### src/rtl/iv_pkg.sv
package iv_pkg;

    typedef enum logic [1:0] {
        ST_IDLE     = 2'd0,
        ST_REF_LEAD = 2'd1,
        ST_DUT_LEAD = 2'd2
    } iv_state_e;

endpackage

### src/rtl/iv_edge_sync.sv
module iv_edge_sync #(
    parameter int STAGES = 2
) (
    input  logic clk,
    input  logic rst,
    input  logic async_in,
    output logic rise_stb
);

    logic [STAGES-1:0] sync_q;
    logic              last_q;

    generate
        for (genvar i = 0; i < STAGES; i++) begin : g_stage
            if (i == 0) begin : g_first
                always_ff @(posedge clk) begin
                    if (rst) sync_q[0] <= 1'b0;
                    else     sync_q[0] <= async_in;
                end
            end else begin : g_next
                always_ff @(posedge clk) begin
                    if (rst) sync_q[i] <= 1'b0;
                    else     sync_q[i] <= sync_q[i-1];
                end
            end
        end
    endgenerate

    always_ff @(posedge clk) begin
        if (rst) begin
            last_q   <= 1'b0;
            rise_stb <= 1'b0;
        end else begin
            last_q   <= sync_q[STAGES-1];
            rise_stb <= sync_q[STAGES-1] & ~last_q;
        end
    end

endmodule

### src/rtl/iv_ctrl.sv
module iv_ctrl
    import iv_pkg::*;
(
    input  logic clk,
    input  logic rst,
    input  logic ref_stb,
    input  logic dut_stb,
    input  logic tmo_hit,
    output logic gate,
    output logic lead_ref,
    output logic lead_dut,
    output logic ev_finish,
    output logic ev_finish_ref,
    output logic ev_tie,
    output logic ev_expire
);

    iv_state_e state_q, state_d;

    // next-state and event decode
    always_comb begin
        state_d       = state_q;
        ev_finish     = 1'b0;
        ev_finish_ref = 1'b0;
        ev_tie        = 1'b0;
        ev_expire     = 1'b0;
        unique case (state_q)
            ST_IDLE: begin
                if (ref_stb && dut_stb) begin
                    ev_tie = 1'b1;
                end else if (ref_stb) begin
                    state_d = ST_REF_LEAD;
                end else if (dut_stb) begin
                    state_d = ST_DUT_LEAD;
                end
            end
            ST_REF_LEAD: begin
                if (dut_stb) begin
                    ev_finish     = 1'b1;
                    ev_finish_ref = 1'b1;
                    state_d       = ST_IDLE;
                end else if (tmo_hit) begin
                    ev_expire = 1'b1;
                    state_d   = ST_IDLE;
                end
            end
            ST_DUT_LEAD: begin
                if (ref_stb) begin
                    ev_finish = 1'b1;
                    state_d   = ST_IDLE;
                end else if (tmo_hit) begin
                    ev_expire = 1'b1;
                    state_d   = ST_IDLE;
                end
            end
            default: state_d = ST_IDLE;
        endcase
    end

    // state register
    always_ff @(posedge clk) begin
        if (rst) state_q <= ST_IDLE;
        else     state_q <= state_d;
    end

    // outputs
    always_comb begin
        gate     = 1'b0;
        lead_ref = 1'b0;
        lead_dut = 1'b0;
        unique case (state_q)
            ST_IDLE:     ;
            ST_REF_LEAD: begin gate = 1'b1; lead_ref = 1'b1; end
            ST_DUT_LEAD: begin gate = 1'b1; lead_dut = 1'b1; end
            default:     ;
        endcase
    end

endmodule

### src/rtl/iv_span_cnt.sv
module iv_span_cnt #(
    parameter int          CNT_W       = 32,
    parameter int unsigned TIMEOUT_CYC = 32'd2250000000
) (
    input  logic             clk,
    input  logic             rst,
    input  logic             run,
    input  logic             ev_finish,
    input  logic             ev_finish_ref,
    input  logic             ev_tie,
    input  logic             ev_expire,
    output logic             tmo_hit,
    output logic [CNT_W-1:0] span,
    output logic             span_ref_led,
    output logic             span_valid,
    output logic             overrun
);

    localparam logic [CNT_W-1:0] TMO_LAST = CNT_W'(TIMEOUT_CYC - 1);

    logic [CNT_W-1:0] cnt_q;

    assign tmo_hit = run && (cnt_q == TMO_LAST);

    always_ff @(posedge clk) begin
        if (rst || !run) cnt_q <= '0;
        else             cnt_q <= cnt_q + 1'b1;
    end

    always_ff @(posedge clk) begin
        if (rst) begin
            span         <= '0;
            span_ref_led <= 1'b0;
            span_valid   <= 1'b0;
            overrun      <= 1'b0;
        end else begin
            span_valid <= ev_finish | ev_tie;
            overrun    <= ev_expire;
            if (ev_finish) begin
                span         <= cnt_q + 1'b1;
                span_ref_led <= ev_finish_ref;
            end else if (ev_tie) begin
                span         <= '0;
                span_ref_led <= 1'b0;
            end
        end
    end

endmodule

### src/rtl/iv_meter.sv
module iv_meter #(
    parameter int          CNT_W       = 32,
    parameter int unsigned TIMEOUT_CYC = 32'd2250000000,
    parameter int          SYNC_STAGES = 2
) (
    input  logic             clk,
    input  logic             rst,
    input  logic             ref_in,
    input  logic             dut_in,
    output logic             gate,
    output logic             lead_ref,
    output logic             lead_dut,
    output logic [CNT_W-1:0] span,
    output logic             span_ref_led,
    output logic             span_valid,
    output logic             overrun
);

    logic ref_stb, dut_stb, tmo_hit;
    logic ev_finish, ev_finish_ref, ev_tie, ev_expire;

    iv_edge_sync #(.STAGES(SYNC_STAGES)) u_ref_sync (
        .clk(clk), .rst(rst), .async_in(ref_in), .rise_stb(ref_stb)
    );

    iv_edge_sync #(.STAGES(SYNC_STAGES)) u_dut_sync (
        .clk(clk), .rst(rst), .async_in(dut_in), .rise_stb(dut_stb)
    );

    iv_ctrl u_ctrl (
        .clk(clk), .rst(rst),
        .ref_stb(ref_stb), .dut_stb(dut_stb), .tmo_hit(tmo_hit),
        .gate(gate), .lead_ref(lead_ref), .lead_dut(lead_dut),
        .ev_finish(ev_finish), .ev_finish_ref(ev_finish_ref),
        .ev_tie(ev_tie), .ev_expire(ev_expire)
    );

    iv_span_cnt #(.CNT_W(CNT_W), .TIMEOUT_CYC(TIMEOUT_CYC)) u_cnt (
        .clk(clk), .rst(rst), .run(gate),
        .ev_finish(ev_finish), .ev_finish_ref(ev_finish_ref),
        .ev_tie(ev_tie), .ev_expire(ev_expire),
        .tmo_hit(tmo_hit), .span(span), .span_ref_led(span_ref_led),
        .span_valid(span_valid), .overrun(overrun)
    );

endmodule

### config.mk
export PLATFORM = sky130hd
export DESIGN_NAME = iv_meter
export DESIGN_NICKNAME = d
export VERILOG_FILES = /design/src/rtl/iv_pkg.sv /design/src/rtl/iv_edge_sync.sv /design/src/rtl/iv_ctrl.sv /design/src/rtl/iv_span_cnt.sv /design/src/rtl/iv_meter.sv
export SDC_FILE = /design/constraint.sdc
export NUM_CORES = 1
export LEC_CHECK = 0
export ABC_AREA = 1
export CAP_MARGIN = 20
export CELL_PAD_IN_SITES_DETAIL_PLACEMENT = 1
export CELL_PAD_IN_SITES_GLOBAL_PLACEMENT = 2
export CORE_MARGIN = 2
export CORE_UTILIZATION = 31
export DETAILED_ROUTE_END_ITERATION = 10
export PLACE_DENSITY = 0.77
export SYNTH_ARGS = -nofsm -noshare
export SYNTH_HDL_FRONTEND = slang
export SYNTH_HIERARCHICAL = 1
export SYNTH_SLANG_ARGS = --single-unit
### constraint.sdc
create_clock -name clk -period 2 [get_ports clk]
set_input_delay 0.3 -clock clk [delete_from_list [all_inputs] [get_ports clk]]
set_output_delay 0.3 -clock clk [all_outputs]
set_load 0.1 [all_outputs]
Yosys cells after proc, flatten, opt, wreduce, memory -nomap -nowiden
Index checks and enable logic that the tools add are counted.
Word-level totals
  register bits: 77
  input bits: 4
  output and inout bits: 38
Operators by class
  add/sub/neg operators: 1
  equality and inequality tests: 5
  mux-type cells: 24
  bitwise logic cells: 5
  reduce and logical (&&, ||, !) cells: 8
Operators by type and width (number)
  2-to-1 mux 32 bit: 2
  adder 32 x 1 -> 32 bit (second input constant): 1
  == test 32 bit (second input constant): 1
  2-to-1 mux 1 bit: 13
  2-to-1 mux 2 bit: 6
  case mux 2 bit (3 select lines): 1
  case mux 1 bit (2 select lines): 2
  != test 3 bit (second input constant): 1
  bitwise AND 1 bit: 2
  == test 2 x 1 -> 1 bit (second input constant): 1
  == test 2 bit (second input constant): 1
  logical AND 1 bit: 2
  zero test 2 bit: 1
  != test 2 bit (second input constant): 1
  inverter 1 bit: 2
  AND reduction 2 bit: 1
  nonzero test 2 bit: 1
  OR reduction 2 bit: 1
  zero test 1 bit: 1
  logical OR 1 bit: 1
  OR 1 bit: 1

Longest topological paths before layout
Gate-level depths: netlist of the first run.
  depth after elaboration: 7
  gate-level depth with buffers: 11
  mapped depth without buffers: 11

Modules after synthesis
Netlist of the first run, hierarchy kept.
By module, submodules not included
  iv_span_cnt: instances 1, cells an instance 455, area an instance 3103.0 um2, sequential area each 1341.3 um2
  iv_ctrl: instances 1, cells an instance 42, area an instance 250.2 um2, sequential area each 40.0 um2
  iv_edge_sync: instances 2, cells an instance 12, area an instance 115.1 um2, sequential area each 80.1 um2

Worst setup path after synthesis of the first run
No wires, ideal clock.
  path type: register to register
  start: register u_ctrl.state_q[1]
  end: register u_cnt.span[12]
  setup time: 0.131 ns
  data arrival time: 2.277 ns
  data required time: 1.869 ns
  path slack: -0.408 ns
  stages on the path, launching flop included: 10
  path buffers: 2
  clock period less this slack: 2.408 ns
  cells stage by stage: dfxtp_1 > inv_1 > ha_1 > inv_1 > a21oi_1 > clkbuf_1 > nor2_1 > buf_2 > nand2_1 > a21oi_2
On the way
  longest elaborated chain between the ends: 3
  elaborated cells between the ends (all ways): 7
Ends and longest elaborated chain
  from (decl): line iv_ctrl.sv:18  | iv_state_e state_q, state_d;
  from (signal assigned): line iv_ctrl.sv:63  | else state_q <= state_d;
  == test 2 bit / == test 2 x 1 -> 1 bit (equally long branches): line iv_ctrl.sv:27  | unique case (state_q)
  case mux 1 bit (2 select lines) *: line iv_ctrl.sv:27
  named net ev_finish: line iv_meter.sv:20  | logic ev_finish, ev_finish_ref, ev_tie, ev_expire;
  2-to-1 mux 32 bit / nonzero test 2 bit (equally long branches)
  to (signal assigned): line iv_span_cnt.sv:40  | span <= cnt_q + 1'b1;
  to (decl): line iv_span_cnt.sv:13  | output logic [CNT_W-1:0] span,
The timed path passes the listed nets; every way through them passes the cells marked *.
A chain may end at the register's enable or synchronous reset.

Final worst setup path of the first run
  start: register u_ctrl.state_q[1]
  end: register u_ctrl.state_q[1]
On the way
  longest elaborated chain between the ends: 7
  elaborated cells between the ends (all ways): 13
Ends and longest elaborated chain
  == test 2 x 1 -> 1 bit / == test 2 bit (equally long branches): line iv_ctrl.sv:71  | unique case (state_q)
  OR reduction 2 bit (no source line) *
  2-to-1 mux 1 bit *: line iv_ctrl.sv:71
  logical AND 1 bit *: line iv_span_cnt.sv:23  | assign tmo_hit = run && (cnt_q == TMO_LAST);
  named net tmo_hit: line iv_meter.sv:19  | logic ref_stb, dut_stb, tmo_hit;
  2-to-1 mux 2 bit *
  2-to-1 mux 2 bit, on equally long branches
  case mux 2 bit (3 select lines) *: line iv_ctrl.sv:27
Marked as above.

==> results of run 1 <==
-- state kept, by name (all words and copies together) (netlist names) --
name	cells
u_ref_sync/sync_q	2
u_cnt/cnt_q	32
u_cnt/span_ref_led	1
u_ref_sync/rise_stb	1
u_ref_sync/last_q	1
u_cnt/overrun	1
u_dut_sync/sync_q	2
u_ctrl/state_q	2
u_dut_sync/rise_stb	1
u_cnt/span_valid	1
u_dut_sync/last_q	1
u_cnt/span	32
-- power groups by stage --
stage / sequential, W / combinational (W) / clock [W]
2_1_floorplan: 0.00159 / 0.000182 / 0
3_3_place_gp: 0.00159 / 0.000263 / 0
3_5_place_dp: 0.00159 / 0.000264 / 0
4_1_cts: 0.00156 / 0.000267 / 0.00183
5_1_grt: 0.00156 / 0.000284 / 0.00190
6_report: 0.00156 / 0.000263 / 0.00178
-- cells in the mapped netlist --
library cell	instances	area, sq um
nor2_2	15	93.84
xnor2_1	6	52.55
nand3_1	24	120.1
dfxtp_1	77	1541
nand2_2	7	43.79
a21oi_1	44	220.2
nor2_1	66	247.7
or2_2	2	12.51
inv_1	50	187.7
inv_2	3	11.26
nand3b_1	2	15.01
o21bai_1	3	22.52
clkbuf_1	6	22.52
o21ai_0	1	5.000
buf_6	1	11.26
and3_1	1	6.260
nand4_1	2	12.51
nor3_1	2	10.01
nand2_1	179	671.9
ha_1	6	75.07
a21oi_2	3	26.28
nor2_4	3	33.78
xor2_1	4	35.03
nand3_2	2	20.02
buf_2	6	30.03
buf_1	1	3.750
nor4_1	3	18.77
xor2_2	2	32.53
-- metrics by stage --
| step | power (W) | hold slack, ns | util (%) |
|---|---|---|---|
| after global routing | 0.003746 | 0.3739 | 39.53 |
| after CTS | 0.003652 | 0.3364 | 39.53 |
| after floorplan | 0.001774 | 0.3691 | - |
| after global placement | 0.001856 | 0.3871 | 36.62 |
| final | 0.003602 | 0.3446 | 39.53 |
| after detailed placement | 0.001858 | 0.3905 | 36.62 |
-- how the worst max path moves through the flow --
stage | start | end | slack, ns
floorplan | u_ctrl/state_q[1] | u_cnt/span[12] | 0.03
global placement | u_ctrl/state_q[1] | u_ctrl/state_q[0] | 0.06
detailed placement | u_ctrl/state_q[0] | u_ctrl/state_q[1] | 0.007
CTS | u_ctrl/state_q[0] | u_ctrl/state_q[1] | 0.13
global route | u_ctrl/state_q[0] | u_ctrl/state_q[1] | 0.007
finish | u_ctrl/state_q[1] | u_ctrl/state_q[1] | 0.15
-- critical path, delay by kind of cell (launching register included) --
family / cells / cell delay, ns
flops: 1 / 0.46
compound gates: 1 / 0.06
simple gates: 6 / 0.69
buf+inv: 1 / 0.18
fa+ha+maj: 1 / 0.35
-- layer usage --
layer / share of wire (%) / vias up
li1: - / 1701
met1: 50 / 1555
met2: 46 / 41
met3: 2.6 / 10
met4: 1.4 / 0
met5: 0 / -
-- cell type report --
type                    count  area [sq um]  area share [%]
multi-input cells         377          1824           40.59
clock inverters             6         86.33           1.921
well taps                 143         178.9           3.981
clock buffers              10         239.0           5.317
flip-flops and latches     77          1541           34.30
inverters                  53         198.9           4.427
repair buffers             48         425.4           9.465
-- cells by family (layout without fill, tap and decap cells) --
| family | after synthesis | after routing | share of synthesized area, % |
|---|---|---|---|
| XOR/XNOR | 12 | 12 | 3.352 |
| flip-flops | 77 | 77 | 43.02 |
| AND/OR/NAND/NOR | 308 | 308 | 36.45 |
| AO/OA/AOI/OAI | 51 | 51 | 7.647 |
| buffers and inverters | 67 | 117 | 7.437 |
| adder cells (fa/ha/maj) | 6 | 6 | 2.095 |
==> flow_summary.yaml, run 1 <==
outcome:
  status: "finished clean"
clock_network:
  cts_tree: "yes"
  clock_path_buffers: 2
  postCtsHoldBufs: 0
  htreeDepth: 3
  cts_setup_buffers: 0
  cts_resized: 1
  worstSkewPairLatency_ns: 0.34
  numCtsBuffers: 9
  clkSinkCount: 77
  clkTransAtPathRegs_ns: 0.06
  clockRootBuffer: "clkbuf_16"
sta:
  rsz0062_at_grt: "false"
  setup_viol: 0
  fin_skew_ns: 0.005669
  post-route-min-period_ns: 1.854
  finalHoldViolCount: 0
  worst_pin_slew_ns: 0.3729
  worst_slack_ns: 0.1458
  final_max_slew_viol_count: 0
  max_freq_mhz: 539.3
  tns_ns: 0
  fin_crit_sh_pct: 92.71
  slew_headroom_pct: 75.14
placed_design:
  placed_area_sq_mm: 0.004164
  post-place-ws_ns: 0.007200
  portBuffers: 41
  dpl.cell_count: 698
  globalplace.congestion: 0.8519
  dp_hpwl_mm: 7.803
setup_path:
  end_kind: "flop"
  path_class: "flop to flop"
  required_ns: 2.22
  crit_top_cell: "nand2_1"
  cp_slowest_cell: "dfxtp_1"
  critical-path-max-stage-delay_ns: 0.46
  crit_fanout: 5
  critPathLaunchType: "flop"
  crit_chain: "inv_1 > ha_4 > nand3_1 > nor3_2 > nor2_1 > nand2_1 > nand2_1 > nand2_1 > a21oi_1"
  arrival_ns: 2.07
  reg2reg_to: "u_ctrl/state_q[1]"
  r2r_setup_slack_ns: 0.15
  r2r_start: "u_ctrl/state_q[1]"
  r2r_cells: 9
route:
  ant_nets: 0
  wl_per_cell_um: 14.35
  drt_first_pass_iters: 4
  drc: 0
  routed_wl_mm: 10.25
  vias_per_cell: 4.632
  drt_iter0_drc: 67
  vias: 3307
finish:
  drive_gt1_share_pct: 18.39
  num-nets-final: 576
  area_growth_pct: 25.42
  fillCellCount: 1453
  final_common_cell: "nand2_1"
  final_cell_mix: "179 x nand2_1, 77 x dfxtp_1, 65 x nor2_1"
  antenna_cells: 0
  layoutNonFillerInstCount: 714
  final_design_area_no_fill_sq_mm: 0.004494
yosys:
  synthCells: 521
  yosysUniqueCellTypes: 28
  synthesis.nets: 531
  syn_area_sq_mm: 0.003583
  ys_seq_area_share_pct: 43.02
  synth.avg_cell_area_sq_um: 6.878
  ys_seq_elements: 77
  yosysWarnings: 6
power:
  switching_share_pct: 23.42
  power.share.clock_pct: 49.4
  pwr-share-comb_pct: 7.3
  seqPwrFrac_pct: 43.3
  p_switching_w: 0.0008437
  power.internal_w: 0.002759
  power_density_mw_per_mm2: 801.5
  ir_worst_vdd_mv: 0.3798
  p_leak_nw: 1.653
global_routing:
  use_met1_pct: 23.28
  grt_pass1_vias: 3414
  grt_max_degree: 35
  grt_overflow: 0
  grt_pass1_wl_mm: 17.23
  grt-busiest-layer: "met2"
  grt_usage_pct: 17.62
  grt_antenna_before_repair: 0
  met3_usage_pct: 3.103
  use_met2_pct: 29.11
floorplanning:
  die_x_um: 111.5
  chipHeight_um: 111.5
  row_count: 39
  dieArea_sq_mm: 0.01244
  initial_core_util_pct: 31.52
  io_pins: 42
  coreArea_sq_mm: 0.01137
min_path:
  hp-start: "rst"
  hold_depth: 3
  min_to: "u_cnt/cnt_q[15]"
  hp-class: "input port to flop"
job:
  max_cap_violations: 0
Power figures use the tool's default switching activity.
==> run 2, diff against run 1 <==
--- a/config.mk
+++ b/config.mk
@@ -10,9 +10,10 @@
 export CELL_PAD_IN_SITES_DETAIL_PLACEMENT = 1
 export CELL_PAD_IN_SITES_GLOBAL_PLACEMENT = 2
 export CORE_MARGIN = 2
-export CORE_UTILIZATION = 31
+export CORE_UTILIZATION = 28
+export CTS_CLUSTER_DIAMETER = 60
 export DETAILED_ROUTE_END_ITERATION = 10
-export PLACE_DENSITY = 0.77
+export PLACE_DENSITY = 0.73
 export SYNTH_ARGS = -nofsm -noshare
 export SYNTH_HDL_FRONTEND = slang
 export SYNTH_HIERARCHICAL = 1
==> constraint.sdc (replaced) <==
create_clock -name clk -period 1.5 [get_ports clk]
set_input_delay 0.225 -clock clk [delete_from_list [all_inputs] [get_ports clk]]
set_output_delay 0.225 -clock clk [all_outputs]
set_load 0.1 [all_outputs]
==> run 2 against run 1 <==
Compared with the run above:
- the flow now finishes with violations (setup timing)
- clock skew is 0.0034 ns higher
- sequential share of layout area is 8.5 points lower
- global-route usage is 1.4 points higher
- register-to-register slack worse by 0.30 ns
- critical path depth is 2 higher
- non-clock buffer count is 67 higher
- via count is 11% higher
- cell count is 14% higher
- sequential cell count stayed put
- combinational power is 89% higher
- core utilization is 8.9 points higher
- clock-buffer cell count stayed put
==> flow_summary.yaml, run 2 (synthesis results as in run 1) <==
outcome:
  status: "complete, but fails checks"
  violations: "setup timing"
route:
  drc: 0
  vias: 3663
  wl_per_cell_um: 15.87
  vias_per_cell: 4.517
  drt_iter0_drc: 130
  routed_wl_mm: 12.87
  ant_nets: 0
  drt_first_pass_iters: 4
floorplanning:
  initial_core_util_pct: 28.51
  coreArea_sq_mm: 0.01257
  io_pins: 42
  row_count: 41
  dieArea_sq_mm: 0.01372
  chipHeight_um: 117.1
  die_x_um: 117.1
finish:
  final_cell_mix: "129 x nand2_1, 58 x dfxtp_1, 49 x buf_4"
  final_common_cell: "nand2_1"
  multi_input_area_sq_mm: 0.002292
  num-nets-final: 644
  antenna_cells: 0
  area_growth_pct: 69.94
  drive_gt1_share_pct: 44.13
  regArea_sq_mm: 0.001573
  fillCellCount: 1484
  reg.largest.list: "u_cnt/cnt_q (32), u_cnt/span (32)"
clock_network:
  cts_tree: "yes"
  clkTransAtPathRegs_ns: 0.06
  htreeDepth: 3
  worstSkewPairLatency_ns: 0.35
  clock_path_buffers: 2
  postCtsHoldBufs: 0
  clockRootBuffer: "clkbuf_16"
  clkSinkCount: 77
  numCtsBuffers: 9
setup_path:
  crit_fanout: 3
  critPathLaunchType: "flop"
  required_ns: 1.73
  path_class: "flop to flop"
  end_kind: "flop"
  arrival_ns: 1.88
sta:
  setup_viol: 39
  worst_pin_slew_ns: 0.3056
  tns_ns: -2.639
  finalHoldViolCount: 0
  rsz0062_at_grt: "true"
  worst_hold_slack_ns: 0.2975
  post-route-min-period_ns: 1.651
  fin_crit_sh_pct: 110.1
  max_freq_mhz: 605.7
  worst_slack_ns: -0.1511
  slew_headroom_pct: 79.44
  fin_skew_ns: 0.009068
  final_max_slew_viol_count: 0
min_path:
  hp-class: "input port to flop"
global_routing:
  grt_antenna_before_repair: 0
  grt_overflow: 0
  grt_pass1_vias: 3843
  grt_max_degree: 44
  grt_pass1_wl_mm: 19.35
  grt_usage_pct: 19.05
placed_design:
  globalplace.congestion: 0.8240
  dp_hpwl_mm: 8.304
  portBuffers: 41
power:
  power_density_mw_per_mm2: 755.7
  p_leak_nw: 2.349
  ir_worst_vdd_mv: 0.6321
job:
  max_cap_violations: 0
## run 2: changes by cell type in the layout (fill, tap and decap cells not counted), moves of 14 or more
cell     change
buf_6       +16
dfxtp_1     -19
nor2_4      +14
nand2_2     +34
buf_12      +39
nor2_1      -21
nand2_1     -50
dfxtp_2     +16
nand2_4     +16
## run 2: where the power goes
group          switching, W  internal, W  leakage (nW)  total (W)
registers         0.0000166      0.00206         0.632    0.00208
logic              0.000288     0.000209          1.60   0.000497
clock network      0.000913      0.00111         0.122    0.00203
## run 2: metrics by stage
| step | area [sq um] | setup slack, ns | util, % | total power, W | instances |
|---|---|---|---|---|---|
| final | 6090 | -0.1511 | 48.45 | 0.004602 | 811 |
| after CTS | 5688 | -0.1234 | 45.26 | 0.004637 | 805 |
| after global placement | 5031 | -0.2837 | 40.03 | 0.002523 | 774 |
| after floorplan | 3676 | -0.1652 | - | 0.002375 | 521 |
| after global routing | 6090 | -0.2379 | 48.45 | 0.004772 | 811 |
| after detailed placement | 5031 | -0.3763 | 40.03 | 0.002535 | 774 |
## run 2: area by class of cell
| class | instances | area share (%) |
|---|---|---|
| flip-flops and latches | 77 | 25.83 |
| well taps | 172 | 3.534 |
| multi-input cells | 378 | 37.64 |
| clock inverters | 6 | 0.6575 |
| clock buffers | 10 | 3.760 |
| inverters | 53 | 3.431 |
| repair buffers | 115 | 25.15 |
## run 2: worst paths after layout
kind | start | endpoint | slack, ns | depth (start not counted)
worst max-delay path | u_cnt/cnt_q[19] | u_ctrl/state_q[0] | -0.15 | 11
worst max register to register | u_cnt/cnt_q[19] | u_ctrl/state_q[0] | -0.15 | 11
worst min register to register | u_dut_sync/last_q | u_dut_sync/rise_stb | 0.39 | 1
worst min-delay path | rst | u_cnt/cnt_q[15] | 0.30 | 3
## run 2: what timing repair did
item                                    4_1_cts  5_1_grt
setup buffers                                13        5
endpoints found under the setup margin       39       62
pin swaps                                    16       21
gates resized for setup                      63      100
cloned                                        2        2
## run 2: worst max-delay path: stages (launching register included)
cell and delay [ns]:
dfxtp_2 0.35, nand2_2 0.07, inv_2 0.07, nand3_4 0.06, nor3_4 0.18, nand4_1 0.19
nor3_4 0.30, nor2_2 0.07, nand2_1 0.06, nand2_1 0.05, nand2_1 0.08, a21oi_2 0.05
## run 2: routing by layer
| metal | global-route usage, % | part of all wire (%) | vias up |
|---|---|---|---|
| met3 | 5.046 | 3.4 | 16 |
| met4 | 5.333 | 1.6 | 0 |
| met1 | 22.66 | 44 | 1772 |
| met5 | 0 | 0 | - |
| li1 | - | - | 1834 |
| met2 | 33.87 | 51 | 41 |
